`src/rtl/twsi_clkdiv_pkg.sv`:
```
package twsi_clkdiv_pkg;

  localparam int unsigned STROBES_PER_HALF = 5;

  typedef struct packed {
    logic [3:0] lin_m;
    logic [2:0] pow_n;
  } clk_cfg_t;

  // Prescale ratio for the two supported formulas.
  function automatic int unsigned presc_ratio(input int unsigned variant,
                                              input int unsigned thp);
    if (variant == 0) return 2 * (thp + 1);
    return thp + 2;
  endfunction

  // Split the configuration byte into its fields.
  function automatic clk_cfg_t decode_cfg(input logic [6:0] b);
    clk_cfg_t c;
    c.lin_m = b[6:3];
    c.pow_n = b[2:0];
    return c;
  endfunction

endpackage

```
`src/rtl/twsi_presc.sv`:
```
module twsi_presc #(
  parameter int unsigned RATIO = 5
) (
  input  logic clk,
  input  logic rst_n,
  input  logic clear,
  output logic tick
);
  localparam int unsigned CW = (RATIO > 2) ? $clog2(RATIO) : 1;
  localparam logic [CW-1:0] LAST = CW'(RATIO - 1);

  logic [CW-1:0] cnt;

  assign tick = !clear && (cnt == LAST);

  always_ff @(posedge clk or negedge rst_n) begin
    if (!rst_n)          cnt <= '0;
    else if (clear)      cnt <= '0;
    else if (tick)       cnt <= '0;
    else                 cnt <= cnt + 1'b1;
  end
endmodule

```
`src/rtl/twsi_pow2_div.sv`:
```
module twsi_pow2_div #(
  parameter int unsigned NW = 3
) (
  input  logic          clk,
  input  logic          rst_n,
  input  logic          clear,
  input  logic          tick_in,
  input  logic [NW-1:0] pow_n,
  output logic          tick_out
);
  localparam int unsigned PW = (1 << NW) - 1;

  logic [PW-1:0] cnt;
  logic [PW-1:0] limit;

  // 2^n - 1 as a mask of n ones
  assign limit    = ~({PW{1'b1}} << pow_n);
  assign tick_out = tick_in && (cnt == limit);

  always_ff @(posedge clk or negedge rst_n) begin
    if (!rst_n)        cnt <= '0;
    else if (clear)    cnt <= '0;
    else if (tick_out) cnt <= '0;
    else if (tick_in)  cnt <= cnt + 1'b1;
  end
endmodule

```
`src/rtl/twsi_lin_div.sv`:
```
module twsi_lin_div #(
  parameter int unsigned MW = 4
) (
  input  logic          clk,
  input  logic          rst_n,
  input  logic          clear,
  input  logic          tick_in,
  input  logic [MW-1:0] lin_m,
  output logic          tick_out
);
  logic [MW-1:0] cnt;

  assign tick_out = tick_in && (cnt == lin_m);

  always_ff @(posedge clk or negedge rst_n) begin
    if (!rst_n)        cnt <= '0;
    else if (clear)    cnt <= '0;
    else if (tick_out) cnt <= '0;
    else if (tick_in)  cnt <= cnt + 1'b1;
  end
endmodule

```
`src/rtl/twsi_phase.sv`:
```
module twsi_phase #(
  parameter int unsigned STEPS = 5
) (
  input  logic clk,
  input  logic rst_n,
  input  logic clear,
  input  logic stb,
  output logic phase
);
  localparam int unsigned SW = (STEPS > 2) ? $clog2(STEPS) : 1;
  localparam logic [SW-1:0] LAST = SW'(STEPS - 1);

  logic [SW-1:0] cnt;
  logic          wrap;

  assign wrap = stb && (cnt == LAST);

  always_ff @(posedge clk or negedge rst_n) begin
    if (!rst_n) begin
      cnt   <= '0;
      phase <= 1'b0;
    end else if (clear) begin
      cnt   <= '0;
      phase <= 1'b0;
    end else if (wrap) begin
      cnt   <= '0;
      phase <= ~phase;
    end else if (stb) begin
      cnt   <= cnt + 1'b1;
    end
  end
endmodule

```
`src/rtl/twsi_bus_clkdiv.sv`:
```
module twsi_bus_clkdiv
  import twsi_clkdiv_pkg::*;
#(
  parameter int unsigned VARIANT = 1,
  parameter int unsigned THP     = 3
) (
  input  logic       clk,
  input  logic       rst_n,
  input  logic       enable,
  input  logic       cfg_we,
  input  logic [7:0] cfg_wdata,
  output logic       sample_stb,
  output logic       scl_phase
);
  localparam int unsigned PRE_RATIO = presc_ratio(VARIANT, THP);

  clk_cfg_t cfg_q;
  logic     clear;
  logic     pre_tick;
  logic     pow_tick;
  logic     unused_cfg_hi;

  assign unused_cfg_hi = cfg_wdata[7];
  assign clear         = !enable || cfg_we;

  always_ff @(posedge clk or negedge rst_n) begin
    if (!rst_n)      cfg_q <= '0;
    else if (cfg_we) cfg_q <= decode_cfg(cfg_wdata[6:0]);
  end

  twsi_presc #(.RATIO(PRE_RATIO)) u_presc (
    .clk   (clk),
    .rst_n (rst_n),
    .clear (clear),
    .tick  (pre_tick)
  );

  twsi_pow2_div #(.NW(3)) u_pow2 (
    .clk      (clk),
    .rst_n    (rst_n),
    .clear    (clear),
    .tick_in  (pre_tick),
    .pow_n    (cfg_q.pow_n),
    .tick_out (pow_tick)
  );

  twsi_lin_div #(.MW(4)) u_lin (
    .clk      (clk),
    .rst_n    (rst_n),
    .clear    (clear),
    .tick_in  (pow_tick),
    .lin_m    (cfg_q.lin_m),
    .tick_out (sample_stb)
  );

  twsi_phase #(.STEPS(STROBES_PER_HALF)) u_phase (
    .clk   (clk),
    .rst_n (rst_n),
    .clear (clear),
    .stb   (sample_stb),
    .phase (scl_phase)
  );
endmodule

```
`config.mk`:
```
export PLATFORM = sky130hd
export DESIGN_NAME = twsi_bus_clkdiv
export DESIGN_NICKNAME = d
export VERILOG_FILES = /design/src/rtl/twsi_clkdiv_pkg.sv /design/src/rtl/twsi_presc.sv /design/src/rtl/twsi_pow2_div.sv /design/src/rtl/twsi_lin_div.sv /design/src/rtl/twsi_phase.sv /design/src/rtl/twsi_bus_clkdiv.sv
export SDC_FILE = /design/constraint.sdc
export NUM_CORES = 1
export LEC_CHECK = 0
export CAP_MARGIN = 20
export CORE_MARGIN = 2
export CORE_UTILIZATION = 25
export DETAILED_ROUTE_END_ITERATION = 6
export PLACE_DENSITY = 0.46
export SYNTH_ARGS = -nofsm -noshare
export SYNTH_HDL_FRONTEND = slang
export SYNTH_SLANG_ARGS = --single-unit
```
`constraint.sdc`:
```
create_clock -name clk -period 4.8 [get_ports clk]
set_clock_uncertainty 0.2 [all_clocks]
set_input_delay 0.48 -clock clk [delete_from_list [all_inputs] [get_ports clk]]
set_output_delay 0.48 -clock clk [all_outputs]
set_load 0.01 [all_outputs]
```
### Word level (Yosys, flattened, before mapping)

Cells that the tools add are included.

* register bits after elaboration: 25

* add/sub/neg operators: 4
* equality and inequality tests: 4
* shift operators: 1
* multiplexer cells: 13
* bitwise logic cells: 2
* reduce and logical (&&, ||, !) cells: 11

Operator list (count)
* 7-bit two-way mux: 3
* 3-bit two-way mux: 5
* 4-bit two-way mux: 3
* 3-bit nonzero test: 3
* 7-bit by 1-bit adder with 7-bit output (second input constant): 1
* 7-bit equality test: 1
* 7-bit inverter: 1
* 7-bit by 3-bit << shifter with 7-bit output (first input constant): 1
* 3-bit by 1-bit adder with 3-bit output (second input constant): 2
* 3-bit equality test (second input constant): 2
* 4-bit by 1-bit adder with 4-bit output (second input constant): 1
* 4-bit equality test: 1
* 1-bit logical AND: 4
* 1-bit zero test: 2
* 1-bit two-way mux: 2
* 2-bit nonzero test: 1
* 1-bit logical OR: 1
* 1-bit inverter: 1

### Longest topological paths before layout

* depth after elaboration: 9
* mapped depth: 9

### By module

From an unflattened synthesis, not the netlist that was laid out.

* cell total of the unflattened synthesis: 140
* area, all modules: 1441.4 um^2

Modules (own cells, without submodules)
* twsi_pow2_div: times used 1, cells an instance 58, area an instance 504.2 um^2, sequential area each 175.2 um^2
* twsi_bus_clkdiv: times used 1, cells an instance 16, area an instance 297.8 um^2, sequential area each 175.2 um^2
* twsi_lin_div: times used 1, cells an instance 32, area an instance 275.3 um^2, sequential area each 100.1 um^2
* twsi_phase: times used 1, cells an instance 20, area an instance 209.0 um^2, sequential area each 100.1 um^2
* twsi_presc: times used 1, cells an instance 14, area an instance 155.1 um^2, sequential area each 75.1 um^2

### Worst setup path before layout

OpenSTA, ideal clock, no wires.

* kind: in2out
* start: input port cfg_we
* end: output port sample_stb
* arrival time: 1760 ps
* data required time: 4120 ps
* setup slack: 2360 ps
* cell stages on the path: 7
* path through: buf_6 > nand2b_4 > buf_6 > a211o_1 > nor4_4 > o211ai_1 > inv_1

* longest elaborated chain between the ends: 5

Ends and longest elaborated chain
* from (decl): line twsi_bus_clkdiv.sv:10 `input logic cfg_we,`
* 1-bit logical OR: line twsi_bus_clkdiv.sv:24 `assign clear = !enable || cfg_we;`
* 1-bit zero test: line twsi_presc.sv:14 `assign tick = !clear && (cnt == LAST);`
* 1-bit logical AND: line twsi_presc.sv:14
* 1-bit logical AND: line twsi_pow2_div.sv:18 `assign tick_out = tick_in && (cnt == limit);`
* 1-bit logical AND: line twsi_lin_div.sv:13 `assign tick_out = tick_in && (cnt == lin_m);`
* to (decl): line twsi_bus_clkdiv.sv:12 `output logic sample_stb,`

Every way passes these cells.

### Worst setup path after layout

Ends and elaborated chain as after synthesis.

==> metrics.csv <==
metric;value;unit
fillers;585;
fmax;282;MHz
yosysTopAreaCellShare;43.9;%
rsz0062_at_grt;no;
clk_latency;0.27;ns
multi_input_area;729;µm²
end_kind;primary output;
required;4.12;ns
track_usage;9.66;%
vias_per_cell;4.62;
ant_nets;0;
synth-main-ff-cell;dfrtp_1;
syn_area_per_cell;10.3;µm²
antennaDiodeCount;0;
power_density;241;nW/µm²
gp_congestion;0.763;
drcViolationCount;0;
crit_fanout;9;
min_period;3.55;ns
num_rows;27;
final_cell_mix;dfrtp_1 (25), nor2_1 (14), clkdlybuf4s50_1 (12);
ir_drop;143;µV
place_ws;1.21;ns
ys_seq_area_share;43.9;%
drive_gt1_share;11.3;%
hold_slack;0.262;ns
p_total;0.397;mW
via_count;1031;
antenna_found_initial;0;
setup_ws;1.25;ns
regArea;626;µm²
synth_area_leaders;dfrtp_1 (44%), mux2_2 (5.5%), ha_1 (5.3%);
cts_buffer_depth;2;
clk_pin_slew;0.08;ns
grt_pass1_wl;4840;µm
grt_pass1_vias;1036;
highest_layer;met3;
root_buffer;clkbuf_8;
wl_met1;1370;µm
max_slew_margin;68.3;%
synth_nets;157;
initial_core_util;25.9;%
synth-edff-count;0;
drv_cap;0;
synth_seq_cells;25;
tns;0;ns
hold_path.class;reg -> reg;
criticalPathCategory;in -> out;
grt_overflow;0;
core-area;5510;µm²
leakagePower;0.688;nW
dr_wl_met2;1290;µm
ys_types;38;
cp.arrival;2.87;ns
synth_cells;139;
post_cts.repair.setup_buffers;0;
async_reset_ff_share;100;%
nNetsFinal;170;
final_hold_viol_count;0;
holdBufCountCts;0;
outcome;finished, final reports clean;
cts_buffers;3;
mostFrequentLayoutCell;dfrtp_1;
yosysWarnings;0;
ios;14;
die_w;79.5;µm
dp_hpwl;2070;µm
drt_first_pass_iters;4;
slew_viol_final;0;
cts.sink_count;25;
period_share;73.9;%
crit_path_start_kind;primary input;
cts_tree;done;
die_area;6330;µm²
cts_resized;0;
tightest_slew;0.473;ns
syn2layout_area_growth;15.3;%
met3_length;125;µm
synth_top_cell_by_area;dfrtp_1;
drt_iter0_markers;36;
syn-cell-area;1430;µm²
cts-htree-levels;1;
setup_viol;0;
wirelength;2790;µm
wl_per_cell;12.5;µm
grt_max_degree;26;
die_h;79.5;µm
io_buffers;12;
## layer usage
metal	track usage, %	vias up
met5	0	-
met1	12.5	505
met2	16.4	18
met3	3.28	0
met4	0.517	0
li1	-	508
## final cells by class
class / instances / share of cell area [%]
well taps: 72 / 5.48
flip-flops and latches: 25 / 38.1
inverters: 5 / 1.14
repair buffers: 14 / 8.22
clock buffers: 4 / 2.74
multi-input cells: 103 / 44.4
## kinds of logic after synthesis
| group | share of synthesized area, % |
|---|---|
| DFF | 43.9 |
| muxes | 6.93 |
| adders and majority gates | 5.26 |
| AOI/OAI and AO/OA | 9.30 |
| xor gates and xnor gates | 7.37 |
| buffers and inverters | 5.00 |
| and+or+nand+nor | 22.3 |
## cells in the mapped netlist (2+ instances only)
master / number
nor2_1: 14
nand3b_1: 2
ha_1: 6
nand2_1: 11
nor3_1: 3
nand4_1: 3
nor4_1: 2
buf_6: 4
clkbuf_1: 2
mux2i_1: 2
xor2_1: 8
a21oi_1: 6
dfrtp_1: 25
inv_1: 5
and2_1: 2
mux2_2: 7
o211ai_1: 4
and2b_1: 2
nand3_1: 5
o21ai_0: 4
a211o_1: 2
xnor2_1: 4
## final timing paths
path | start | to | slack [ns] | cells after the start
setup / recovery | cfg_we | sample_stb | 1.25 | 7
min in group asynchronous | rst_n | u_pow2.cnt[4]$_DFFE_PN0P_ | 0.37 | 2
hold reg to reg | u_presc.cnt[0]$_DFF_PN0_ | u_presc.cnt[0]$_DFF_PN0_ | 0.26 | 1
setup reg to reg | u_presc.cnt[0]$_DFF_PN0_ | u_phase.phase$_DFFE_PN0P_ | 2.34 | 8
max in group asynchronous | rst_n | cfg_q[6]$_DFFE_PN0P_ | 3.77 | 2
hold / removal | u_presc.cnt[0]$_DFF_PN0_ | u_presc.cnt[0]$_DFF_PN0_ | 0.26 | 1
## metrics by stage
stage | area [µm²] | std cells | utilization, %
2_1_floorplan | 1430 | 139 | -
3_3_place_gp | 1600 | 219 | 29.0
3_5_place_dp | 1600 | 219 | 29.0
4_1_cts | 1640 | 223 | 29.9
5_1_grt | 1640 | 223 | 29.9
6_report | 1640 | 223 | 29.9
## worst max-delay path, stage by stage
cell and delay, ns:
clkdlybuf4s50_1 0.61, nand2b_4 0.29, a211o_1 0.31, nor4_4 0.25
o211ai_1 0.26, inv_1 0.12, clkdlybuf4s50_1 0.53
## where the power goes
part,switching (mW),leakage [nW],internal [mW]
sequential,0.00820,0.332,0.217
combinational,0.0212,0.333,0.0236
clock,0.0671,0.0228,0.0594
## registers in the layout, indices dropped and copies added (netlist names)
name and cells:
u_pow2.cnt 7, u_phase.cnt 3, u_lin.cnt 4, u_presc.cnt 3, cfg_q 7, u_phase.phase 1
Note: power is estimated with default switching activity, not from simulation.
